<file path="config.mk">
export PLATFORM = sky130hd
export DESIGN_NAME = ipi_ctrl
export DESIGN_NICKNAME = d
export VERILOG_FILES = /design/src/rtl/ipi_pkg.sv /design/src/rtl/ipi_addr_decode.sv /design/src/rtl/ipi_pend_matrix.sv /design/src/rtl/ipi_mask_bank.sv /design/src/rtl/ipi_ctrl.sv
export SDC_FILE = /design/constraint.sdc
export NUM_CORES = 1
export LEC_CHECK = 0
export CORE_AREA = 3 3 107 109
export CTS_CLUSTER_DIAMETER = 100
export DETAILED_ROUTE_END_ITERATION = 16
export DIE_AREA = 0 0 110 112
export DONT_BUFFER_PORTS = 1
export HOLD_SLACK_MARGIN = 0.1
export SYNTH_ARGS = -nofsm -noshare
export SYNTH_HDL_FRONTEND = slang
export SYNTH_SLANG_ARGS = --single-unit
</file>
<file path="constraint.sdc">
create_clock -name clk -period 1.4 [get_ports clk]
set_input_delay 0.21 -clock clk [delete_from_list [all_inputs] [get_ports clk]]
set_output_delay 0.21 -clock clk [all_outputs]
set_load 0.01 [all_outputs]
</file>
<file path="src/rtl/ipi_pkg.sv">
package ipi_pkg;
  localparam int WIN_BITS = 5;

  localparam logic [WIN_BITS-1:0] OFF_TRIG = 5'h00;
  localparam logic [WIN_BITS-1:0] OFF_OBS  = 5'h04;
  localparam logic [WIN_BITS-1:0] OFF_STAT = 5'h10;
  localparam logic [WIN_BITS-1:0] OFF_MASK = 5'h14;
  localparam logic [WIN_BITS-1:0] OFF_EN   = 5'h18;
  localparam logic [WIN_BITS-1:0] OFF_DIS  = 5'h1C;

  typedef enum logic [2:0] {
    SEL_NONE,
    SEL_TRIG,
    SEL_OBS,
    SEL_STAT,
    SEL_MASK,
    SEL_EN,
    SEL_DIS
  } ipi_sel_e;
endpackage

</file>
<file path="src/rtl/ipi_addr_decode.sv">
module ipi_addr_decode
  import ipi_pkg::*;
#(
  parameter int N_AGENTS = 4,
  parameter int ADDR_W   = 12,
  parameter int AGW      = 2
) (
  input  logic [ADDR_W-1:0] addr,
  output logic [AGW-1:0]    agent,
  output ipi_sel_e          sel
);
  localparam int FW = ADDR_W - WIN_BITS;

  logic [FW-1:0] field;
  logic          in_range;

  assign field    = addr[ADDR_W-1:WIN_BITS];
  assign agent    = field[AGW-1:0];
  assign in_range = field < FW'(N_AGENTS);

  always_comb begin
    sel = SEL_NONE;
    if (in_range) begin
      unique case (addr[WIN_BITS-1:0])
        OFF_TRIG: sel = SEL_TRIG;
        OFF_OBS:  sel = SEL_OBS;
        OFF_STAT: sel = SEL_STAT;
        OFF_MASK: sel = SEL_MASK;
        OFF_EN:   sel = SEL_EN;
        OFF_DIS:  sel = SEL_DIS;
        default:  sel = SEL_NONE;
      endcase
    end
  end
endmodule

</file>
<file path="src/rtl/ipi_pend_matrix.sv">
module ipi_pend_matrix #(
  parameter int N_AGENTS = 4,
  parameter int AGW      = 2
) (
  input  logic                               clk,
  input  logic                               rst_n,
  input  logic                               trig_we,
  input  logic [AGW-1:0]                     trig_src,
  input  logic [N_AGENTS-1:0]                trig_bits,
  input  logic                               ack_we,
  input  logic [AGW-1:0]                     ack_dst,
  input  logic [N_AGENTS-1:0]                ack_bits,
  output logic [N_AGENTS-1:0][N_AGENTS-1:0]  stat
);
  // stat[t][s]: notification from source s pending at target t
  for (genvar t = 0; t < N_AGENTS; t++) begin : g_tgt
    for (genvar s = 0; s < N_AGENTS; s++) begin : g_src
      logic set_c;
      logic clr_c;
      assign set_c = trig_we && (trig_src == AGW'(s)) && trig_bits[t];
      assign clr_c = ack_we && (ack_dst == AGW'(t)) && ack_bits[s];

      always_ff @(posedge clk) begin
        if (!rst_n)     stat[t][s] <= 1'b0;
        else if (set_c) stat[t][s] <= 1'b1;
        else if (clr_c) stat[t][s] <= 1'b0;
      end
    end
  end
endmodule

</file>
<file path="src/rtl/ipi_mask_bank.sv">
module ipi_mask_bank #(
  parameter int N_AGENTS = 4,
  parameter int AGW      = 2
) (
  input  logic                               clk,
  input  logic                               rst_n,
  input  logic                               en_we,
  input  logic                               dis_we,
  input  logic [AGW-1:0]                     agent,
  input  logic [N_AGENTS-1:0]                bits,
  output logic [N_AGENTS-1:0][N_AGENTS-1:0]  mask
);
  for (genvar t = 0; t < N_AGENTS; t++) begin : g_row
    logic hit;
    assign hit = (agent == AGW'(t));

    always_ff @(posedge clk) begin
      if (!rst_n)              mask[t] <= '1;
      else if (en_we && hit)   mask[t] <= mask[t] & ~bits;
      else if (dis_we && hit)  mask[t] <= mask[t] | bits;
    end
  end
endmodule

</file>
<file path="src/rtl/ipi_ctrl.sv">
module ipi_ctrl
  import ipi_pkg::*;
#(
  parameter int N_AGENTS = 4,
  parameter int ADDR_W   = 12,
  parameter int DATA_W   = 32
) (
  input  logic                clk,
  input  logic                rst_n,
  input  logic                req_valid,
  input  logic                req_write,
  input  logic [ADDR_W-1:0]   req_addr,
  input  logic [DATA_W-1:0]   req_wdata,
  output logic                rd_valid,
  output logic [DATA_W-1:0]   rd_data,
  output logic [N_AGENTS-1:0] irq
);
  localparam int AGW = (N_AGENTS > 1) ? $clog2(N_AGENTS) : 1;

  logic [AGW-1:0]                    agent;
  ipi_sel_e                          sel;
  logic [N_AGENTS-1:0][N_AGENTS-1:0] stat_q;
  logic [N_AGENTS-1:0][N_AGENTS-1:0] mask_q;
  logic [N_AGENTS-1:0]               wbits;
  logic                              wr;
  logic                              rd;
  logic [DATA_W-1:0]                 rd_next;

  assign wbits = req_wdata[N_AGENTS-1:0];
  assign wr    = req_valid && req_write;
  assign rd    = req_valid && !req_write;

  if (DATA_W > N_AGENTS) begin : g_spare
    logic unused_hi;
    assign unused_hi = ^req_wdata[DATA_W-1:N_AGENTS];
  end

  ipi_addr_decode #(.N_AGENTS(N_AGENTS), .ADDR_W(ADDR_W), .AGW(AGW)) u_dec (
    .addr  (req_addr),
    .agent (agent),
    .sel   (sel)
  );

  ipi_pend_matrix #(.N_AGENTS(N_AGENTS), .AGW(AGW)) u_pend (
    .clk       (clk),
    .rst_n     (rst_n),
    .trig_we   (wr && (sel == SEL_TRIG)),
    .trig_src  (agent),
    .trig_bits (wbits),
    .ack_we    (wr && (sel == SEL_STAT)),
    .ack_dst   (agent),
    .ack_bits  (wbits),
    .stat      (stat_q)
  );

  ipi_mask_bank #(.N_AGENTS(N_AGENTS), .AGW(AGW)) u_mask (
    .clk    (clk),
    .rst_n  (rst_n),
    .en_we  (wr && (sel == SEL_EN)),
    .dis_we (wr && (sel == SEL_DIS)),
    .agent  (agent),
    .bits   (wbits),
    .mask   (mask_q)
  );

  for (genvar t = 0; t < N_AGENTS; t++) begin : g_irq
    assign irq[t] = |(stat_q[t] & ~mask_q[t]);
  end

  // read view: status is a row of the matrix, observation is a column
  always_comb begin
    rd_next = '0;
    for (int t = 0; t < N_AGENTS; t++) begin
      for (int s = 0; s < N_AGENTS; s++) begin
        if (sel == SEL_OBS && agent == AGW'(s)) rd_next[t] = stat_q[t][s];
      end
      if (sel == SEL_STAT && agent == AGW'(t)) rd_next[N_AGENTS-1:0] = stat_q[t];
      if (sel == SEL_MASK && agent == AGW'(t)) rd_next[N_AGENTS-1:0] = mask_q[t];
    end
  end

  always_ff @(posedge clk) begin
    if (!rst_n) begin
      rd_valid <= 1'b0;
      rd_data  <= '0;
    end else begin
      rd_valid <= rd;
      rd_data  <= rd ? rd_next : '0;
    end
  end
endmodule

</file>
==> run_results.csv, run 1 <==
group,metric,value,unit
run_status,outcome,"finished, violations left",
run_status,violations,"negative setup slack",
logic_synthesis,synth_area_leaders,"dfxtp_1 28%, buf_4 8.4%, nand2_1 6.3%, o211ai_1 4.9%, a32o_1 4.6%",
power_and_ir_drop,power_density,682,nW/um^2
global_route,grt_first_pass_wirelength,12800,microns
logic_synthesis,synth_top_family_by_area,"compound AO/OA/AOI/OAI gates",
job,drv_cap,0,
floorplanning,num_rows,38,
placed_design,pre_cts_ws,-0.234,ns
timing,hold_viol_final,0,
route,vias,2568,
finish,num-nets-final,391,
worst_setup_path,path_class,"reg2reg",
timing,setup_slack,-0.0163,ns
route,firstDrtPassIters,5,
route,ant_nets,0,
finish,final_cell_mix,"42 x nand2_1, 36 x dfxtp_1, 32 x buf_4",
worst_setup_path,r2r_slack,-0.02,ns
power_and_ir_drop,power_leakage,1.19,nW
finish,fillers,1140,
placed_design,globalplace.congestion,0.894,
logic_synthesis,post_synth_instance_area,2600,sq um
timing,hold_ws,0.111,ns
timing,finalSetupViolCount,1,
route,via_per_inst,5.32,
worst_setup_path,r2r-end,"rd_data[3]",
worst_setup_path,endpoint_kind,"flop",
clocking,root_buffer,"clkbuf_8",
clocking,insertion_delay,0.29,ns
min_path,hold_depth,2,
finish,multi_input_area,1640,sq um
logic_synthesis,synth-xor-area-share,0,
logic_synthesis,syn_avg_cell_area,7.96,sq um
logic_synthesis,synth_cells,327,
timing,rsz0062_at_grt,"true",
finish,drive_gt1_frac,0.204,
timing,fmax,706,MHz
global_route,grt.total_usage,0.135,
clocking,path_clk_slew,0.07,ns
clocking,cts_tree,"yes",
route,wl_per_cell,17.1,microns
global_route,overflow,0,
logic_synthesis,postSynth.asyncResetShare,0,
finish,seqCellArea,742,sq um
global_route,antenna_found_initial,0,
worst_setup_path,crit_arrival,1.57,ns
logic_synthesis,ys_ff_latch,37,
logic_synthesis,synth_compound_area_frac,0.256,
logic_synthesis,synth_top_cell_area_share,0.285,
logic_synthesis,synth-edff-count,0,
finish,antenna_cells,0,
floorplanning,fp.dieArea,12300,sq um
global_route,grt_start_max_net_pins,33,
floorplanning,start_util,0.243,
timing,slew_viol_final,0,
clocking,cts_setup_buffers,0,
logic_synthesis,synth_warnings,0,
timing,post-route-period-util,1.01,
logic_synthesis,synthFlopType,"dfxtp_1",
clocking,cts.path.max_buffers,2,
logic_synthesis,muxShareOfSynthArea,0.0442,
global_route,first_global_vias,2330,
logic_synthesis,synthAdderAreaFrac,0,
finish,layout_commonest_cell,"nand2_1",
power_and_ir_drop,irDropWorstVdd,269,uV
route,drc,0,
clocking,cts_buffers,5,
placed_design,hpwl,6070,microns
min_path,hp-start,"req_wdata[1]",
worst_setup_path,r2r_cells,5,
logic_synthesis,synth_area_leader_cell,"dfxtp_1",
route,routed_wl,8260,microns
logic_synthesis,synth-simple-area-share,0.255,
timing,period_minus_slack,1.42,ns
floorplanning,io_pins,85,
floorplanning,die_w,110,microns
min_path,hp-class,"in2reg",
worst_setup_path,cp.required,1.56,ns
logic_synthesis,synth_seq_area_share,0.285,
logic_synthesis,synth_cell_types,55,
route,first_iter_violations,235,
clocking,cts.htree.levels,2,
worst_setup_path,crit_path_start_kind,"flop",
timing,fin_worst_skew,0.00306,ns
clocking,numClockSinks,37,
worst_setup_path,path_max_fanout,3,
placed_design,port_buffers,0,
floorplanning,die_height,112,microns
finish,synthToLayoutAreaGrowth,16.6,%
floorplanning,core-area,10700,sq um
==> critical path, stage by stage, from the launching register on <==
cell	delay (ns)
dfxtp_1	0.33
mux2_2	0.29
a32oi_1	0.15
nor2_1	0.06
o311ai_1	0.32
a21oi_1	0.14
==> logic make-up (layout without fill, tap and decap cells) <==
group	count (synthesis)	count (layout)
mux	10	10
other cells	1	28
simple gates	114	114
buf+inv	78	67
compound gates	87	87
flops	37	37
==> routing by layer <==
layer,share of wire,vias up,GRT usage,routed length (microns)
met5,0,-,0,0
met4,0.021,0,0.0457,171
met3,0.099,18,0.0371,814
met2,0.45,129,0.201,3720
met1,0.43,1242,0.186,3560
li1,-,1179,-,-
==> how the worst max path moves through the flow <==
stage,from,end,slack [ns]
floorplan,req_addr[7],flop,-0.04
global placement,req_addr[3],u_pend.stat[13],-0.25
detailed placement,req_addr[3],u_pend.stat[15],-0.23
CTS,u_pend.stat[8],irq[2],0.007
global route,flop,rd_data[3],-0.08
finish,flop,rd_data[3],-0.02
==> where the power goes <==
part           leakage (nW)  switching (mW)  internal, mW
clock                0.0443           0.376         0.391
combinational         0.851           0.156        0.0934
sequential            0.298         0.00122          1.05
==> what timing repair did <==
item	4_1_cts	5_1_grt
hold buffers	4	0
endpoints found under the hold margin	32	0
setup endpoints to repair	4	9
resized for setup	4	5
pin swaps	0	2
==> synthesized netlist by cell type, types with 6 or more instances <==
library cell	instances
nand3_1	21
o21ai_0	9
o211ai_1	17
buf_2	8
a22oi_1	6
clkbuf_1	16
inv_1	23
mux2i_1	7
buf_4	29
a31oi_1	7
nor3_1	7
nor2_1	7
nand2_1	44
a32o_1	12
dfxtp_1	37
==> layout make-up <==
type                    instances  area share
multi-input cells             239       0.539
clock buffers                   7      0.0284
repair buffers                 37       0.102
inverters                      23      0.0284
flip-flops and latches         37       0.244
well taps                     140      0.0577
==> metrics by stage <==
stage | cells | power, mW | setup TNS, ns | cell area, sq um | util
3_5_place_dp | 472 | 1.29 | -3.97 | 2870 | 0.268
6_report | 483 | 2.07 | -0.0163 | 3040 | 0.284
3_3_place_gp | 472 | 1.29 | -3.51 | 2870 | 0.268
5_1_grt | 483 | 2.13 | -0.0836 | 3040 | 0.284
4_1_cts | 483 | 2.08 | 0 | 3020 | 0.282
2_1_floorplan | 354 | 1.36 | -0.465 | 2780 | -
(Power assumes the default switching activity.)
==> run 2: changes to the inputs <==
- CORE_AREA: 3 3 107 109 -> 3 3 88 131
- DIE_AREA: 0 0 110 112 -> 0 0 91 134
- PLACE_DENSITY: default -> 0.39
- SETUP_SLACK_MARGIN: default -> 0.05
==> run 2 against run 1 <==
Against the previous run:
- the flow now finishes without violations
- clock power increased by 75%
- utilization increased by 2.9 points
- largest power group is now the clock network
- sequential power about the same
- hold slack improved by 0.0044 ns
- critical path depth unchanged
==> run_results.csv, run 2 (synthesis results as in run 1) <==
group,metric,value,unit
floorplanning,num_rows,46,
min_path,hp-start,"req_wdata[0]",
clocking,cts.htree.levels,2,
timing,fin_worst_skew,0.00442,ns
global_route,grt_first_pass_wirelength,14100,microns
placed_design,globalplace.congestion,0.863,
worst_setup_path,crit_path_start_kind,"flop",
floorplanning,start_util,0.246,
global_route,grt.total_usage,0.150,
power_and_ir_drop,power_leakage,1.32,nW
worst_setup_path,path_class,"reg2reg",
clocking,insertion_delay,0.29,ns
finish,drive_gt1_frac,0.276,
worst_setup_path,crit_path_start,"u_pend.stat[7]",
finish,synthToLayoutAreaGrowth,27.3,%
timing,slew_viol_final,0,
run_status,outcome,"finished clean",
finish,fin_cells,499,
finish,final_cell_mix,"41 x nand2_1, 39 x buf_4, 30 x dfxtp_1",
floorplanning,fp.dieArea,12200,sq um
timing,hold_ws,0.116,ns
worst_setup_path,crit_arrival,1.53,ns
clocking,numClockSinks,37,
global_route,overflow,0,
timing,rsz0062_at_grt,"true",
floorplanning,core-area,10600,sq um
clocking,path_clk_slew,0.06,ns
floorplanning,die_height,134,microns
placed_design,port_buffers,0,
floorplanning,io_pins,85,
timing,fmax,726,MHz
route,via_per_inst,5.05,
timing,setup_slack,0.0231,ns
min_path,hp-class,"in2reg",
clocking,cts.path.max_buffers,2,
timing,period_minus_slack,1.38,ns
worst_setup_path,slowest_stage,"dfxtp_2",
finish,num-nets-final,402,
worst_setup_path,cp_cell_sequence,"mux2_4 -> a32oi_1 -> nor2_1 -> o311ai_1 -> a21oi_1",
route,drc,0,
worst_setup_path,cpPeakStageDelay,0.32,ns
timing,hold_viol_final,0,
timing,post-route-period-util,0.983,
finish,layout_commonest_cell,"nand2_1",
timing,finalSetupViolCount,0,
clocking,cts_tree,"yes",
global_route,grt_start_max_net_pins,31,
job,drv_cap,0,
worst_setup_path,cp.required,1.55,ns
power_and_ir_drop,power_density,802,nW/um^2
route,routed_wl,9190,microns
floorplanning,die_w,91,microns
worst_setup_path,r2r_start,"u_pend.stat[7]",
worst_setup_path,endpoint_kind,"flop",
power_and_ir_drop,irDropWorstVdd,379,uV
placed_design,placed_cells,482,
route,first_iter_violations,176,
finish,antenna_cells,0,
route,ant_nets,0,
worst_setup_path,critical_path_buf_inv_count,0,
route,wl_per_cell,18.4,microns
worst_setup_path,path_max_fanout,3,
route,vias,2519,
clocking,cts_buffers,5,
placed_design,hpwl,6740,microns
route,firstDrtPassIters,4,
global_route,antenna_found_initial,0,
worst_setup_path,crit_family,"compound AO/OA/AOI/OAI gates",
clocking,root_buffer,"clkbuf_16",
placed_design,pre_cts_ws,-0.209,ns
global_route,first_global_vias,2395,
==> run 2: cell types whose count changed in the layout (fill, tap and decap cells not counted), moves of 3 or more <==
cell       before  now
a22oi_1         6    2
dfxtp_2         1    7
buf_6           0    3
clkbuf_8        6    1
clkbuf_16       0    5
nand3_1        17   21
nand3_2         4    0
buf_4          32   39
dfxtp_1        36   30
a22oi_2         0    4
==> run 2: worst reg2reg max path, stage by stage, from the launching register on <==
cell	delay, ns
dfxtp_2	0.32
mux2_4	0.27
a32oi_1	0.16
nor2_1	0.06
o311ai_1	0.30
a21oi_1	0.14
==> run 2: layer usage <==
layer	global-route usage	share of wire	up-vias
met5	0	0	-
met4	0.0554	0.026	0
met3	0.0331	0.058	13
met2	0.263	0.51	90
met1	0.178	0.41	1217
li1	-	-	1199
==> run 2: power by group <==
part	switching [mW]	internal [mW]	leakage, nW	total [mW]
combinational	0.159	0.102	0.934	0.262
sequential	0.00107	1.05	0.299	1.06
clock	0.448	0.890	0.0841	1.34
==> run 2: area by class of cell <==
| class | count | area [sq um] |
|---|---|---|
| Inverter | 23 | 86.3 |
| Sequential cell | 37 | 749 |
| Fill cell | 1140 | 7280 |
| Clock inverter | 1 | 30.0 |
| Clock buffer | 7 | 143 |
| Timing Repair Buffer | 48 | 427 |
| Multi-Input combinational cell | 239 | 1700 |
| Tap cell | 144 | 180 |
==> run 2: final timing paths <==
check / endpoint / cells past startpoint / slack (ns)
worst min-delay path: flop / 2 / 0.12
worst min register to register: flop / 2 / 0.49
worst max-delay path: rd_data[3] / 5 / 0.02
worst max register to register: rd_data[3] / 5 / 0.02
==> run 2: stage by stage <==
| step | instance area [sq um] | utilization | TNS, ns | total power [mW] |
|---|---|---|---|---|
| after global routing | 3310 | 0.313 | -0.0135 | 2.74 |
| final | 3310 | 0.313 | 0 | 2.66 |
| after detailed placement | 2900 | 0.274 | -3.35 | 1.30 |
| after global placement | 2900 | 0.274 | -3.41 | 1.30 |
| after floorplan | 2780 | - | -0.314 | 1.36 |
| after CTS | 3160 | 0.299 | 0 | 2.67 |
==> run 2: timing repair <==
item                                    in CTS  in global routing
pin swaps                                    1                 16
hold endpoints to repair                    30                  0
gates resized for setup                     10                 23
buffers inserted                             0                  6
hold buffers                                 3                  0
endpoints found under the setup margin       7                 15
==> run 3: changes to the inputs <==
- CORE_AREA: 3 3 88 131 -> 2 2 87 130
- CTS_BUF_LIST: default -> sky130_fd_sc_hd__clkbuf_8 sky130_fd_sc_hd__clkbuf_16
- DIE_AREA: 0 0 91 134 -> 0 0 89 132
- SLEW_MARGIN: default -> 25
==> run 3 against run 2 <==
Against the previous run:
- final area fell by 1.4%
- global-route usage grew 1.2 points
- maximum frequency increased by 0.85%
- first-iteration DRC count decreased by 7.4%
- largest cell class unchanged
- utilization fell by 0.43 points
- final cell count fell by 1.2%
- routed wire length increased by 0.65%
- flip-flop and latch count is the same
- critical path depth grew 1
- clock power about the same
- total power fell by 1.1%
- combinational power down 7%
- highest routed layer unchanged
==> run_results.csv, run 3 (synthesis results as in run 1) <==
group,metric,value,unit
worst_setup_path,cp.required,1.61,ns
floorplanning,start_util,0.246,
global_route,grt_start_max_net_pins,37,
placed_design,hpwl,6840,microns
global_route,antenna_found_initial,0,
timing,fmax,732,MHz
worst_setup_path,crit_path_start_kind,"flop",
worst_setup_path,critical_path_buf_inv_count,1,
clocking,cts.path.max_buffers,2,
clocking,cts.htree.levels,2,
finish,fin_cells,493,
clocking,insertion_delay,0.28,ns
clocking,root_buffer,"clkbuf_16",
clocking,path_clk_slew,0.06,ns
floorplanning,die_w,89,microns
floorplanning,core-area,10600,sq um
global_route,first_global_vias,2442,
run_status,outcome,"finished clean",
floorplanning,die_height,132,microns
floorplanning,num_rows,46,
clocking,numClockSinks,37,
worst_setup_path,endpoint_kind,"flop",
floorplanning,fp.dieArea,11700,sq um
finish,layout_commonest_cell,"nand2_1",
finish,num-nets-final,396,
clocking,cts_hold_buf,1,
clocking,cts_tree,"yes",
route,routed_wl,9250,microns
clocking,cts_buffers,5,
route,firstDrtPassIters,4,
route,vias,2523,
timing,setup_tns,0,ns
finish,fin_util,0.308,
worst_setup_path,path_class,"reg2reg",
global_route,grt.total_usage,0.162,
power_and_ir_drop,irDropWorstVdd,432,uV
global_route,grt_first_pass_wirelength,14400,microns
worst_setup_path,slowest_stage,"dfxtp_2",
worst_setup_path,crit_family,"compound AO/OA/AOI/OAI gates",
finish,antenna_cells,0,
timing,hold_viol_final,0,
placed_design,port_buffers,0,
worst_setup_path,cpPeakStageDelay,0.34,ns
finish,synthToLayoutAreaGrowth,25.5,%
power_and_ir_drop,power_density,804,nW/um^2
placed_design,pre_cts_ws,-0.216,ns
route,drc,0,
timing,slew_viol_final,0,
worst_setup_path,cp_cell_sequence,"a21o_1 -> o21ai_0 -> buf_4 -> o32ai_4 -> o311ai_1 -> a21oi_1",
timing,setup_slack,0.0348,ns
power_and_ir_drop,power,2.63,mW
route,wl_per_cell,18.8,microns
finish,fillers,1191,
timing,rsz0062_at_grt,"true",
timing,finalSetupViolCount,0,
timing,fin_worst_skew,0.00353,ns
timing,hold_ws,0.0128,ns
finish,drive_gt1_frac,0.272,
finish,final_cell_mix,"42 x nand2_1, 38 x buf_4, 30 x dfxtp_1",
power_and_ir_drop,power_leakage,1.27,nW
placed_design,globalplace.congestion,0.858,
timing,period_minus_slack,1.37,ns
timing,post-route-period-util,0.975,
worst_setup_path,path_max_fanout,3,
route,ant_nets,0,
placed_design,placed_cells,483,
placed_design,dpl_cell_area,2910,sq um
finish,stdcell_area,3270,sq um
min_path,hp-class,"in2reg",
route,via_per_inst,5.12,
floorplanning,io_pins,85,
route,first_iter_violations,163,
global_route,overflow,0,
job,drv_cap,0,
worst_setup_path,crit_arrival,1.57,ns
-- run 3: cell types whose count changed in the layout (fill, tap and decap cells not counted), moves of 2 or more --
cell | previous run | this run
buf_12 | 4 | 1
inv_1 | 21 | 23
o21ai_0 | 7 | 9
o21ai_1 | 2 | 0
o31ai_2 | 2 | 0
-- run 3: final timing paths --
kind	startpoint	end	slack, ns	cells after the start
max	u_pend.stat[3]	rd_data[3]	0.03	6
min	rst_n	flop	0.01	1
max reg2reg	u_pend.stat[3]	rd_data[3]	0.03	6
min reg2reg	u_pend.stat[14]	u_pend.stat[14]	0.49	2
-- run 3: repair_timing --
action / 4_1_cts / 5_1_grt
setup buffers: 0 / 1
pin swaps: 3 / 8
resized for setup: 14 / 21
setup endpoints to repair: 7 / 14
endpoints found under the hold margin: 28 / 22
-- run 3: power breakdown --
group / leakage [nW] / internal, mW / switching [mW] / total [mW]
logic: 0.877 / 0.0955 / 0.148 / 0.244
registers: 0.301 / 1.05 / 0.00110 / 1.05
clock network: 0.0883 / 0.883 / 0.446 / 1.33
-- run 3: per-layer routing --
layer / wire (microns) / global-route usage / vias up
met2: 4650 / 0.264 / 93
met5: 0 / 0 / -
met1: 3790 / 0.203 / 1222
li1: - / - / 1191
met3: 520 / 0.0338 / 17
met4: 287 / 0.0680 / 0
-- run 3: final cells by class --
cell class	instances	area [sq um]	share of cell area
multi-input cells	239	1740	0.532
flip-flops and latches	37	752	0.230
repair buffers	42	338	0.103
well taps	144	180	0.0552
clock buffers	6	139	0.0425
inverters	23	86.3	0.0264
clock inverters	2	33.8	0.0103
-- run 3: worst reg2reg max path: cells and delay by family, from the launching register on --
| family | cells | cell delay, ns |
|---|---|---|
| compound gates | 5 | 0.79 |
| buf+inv | 1 | 0.16 |
| flops | 1 | 0.34 |
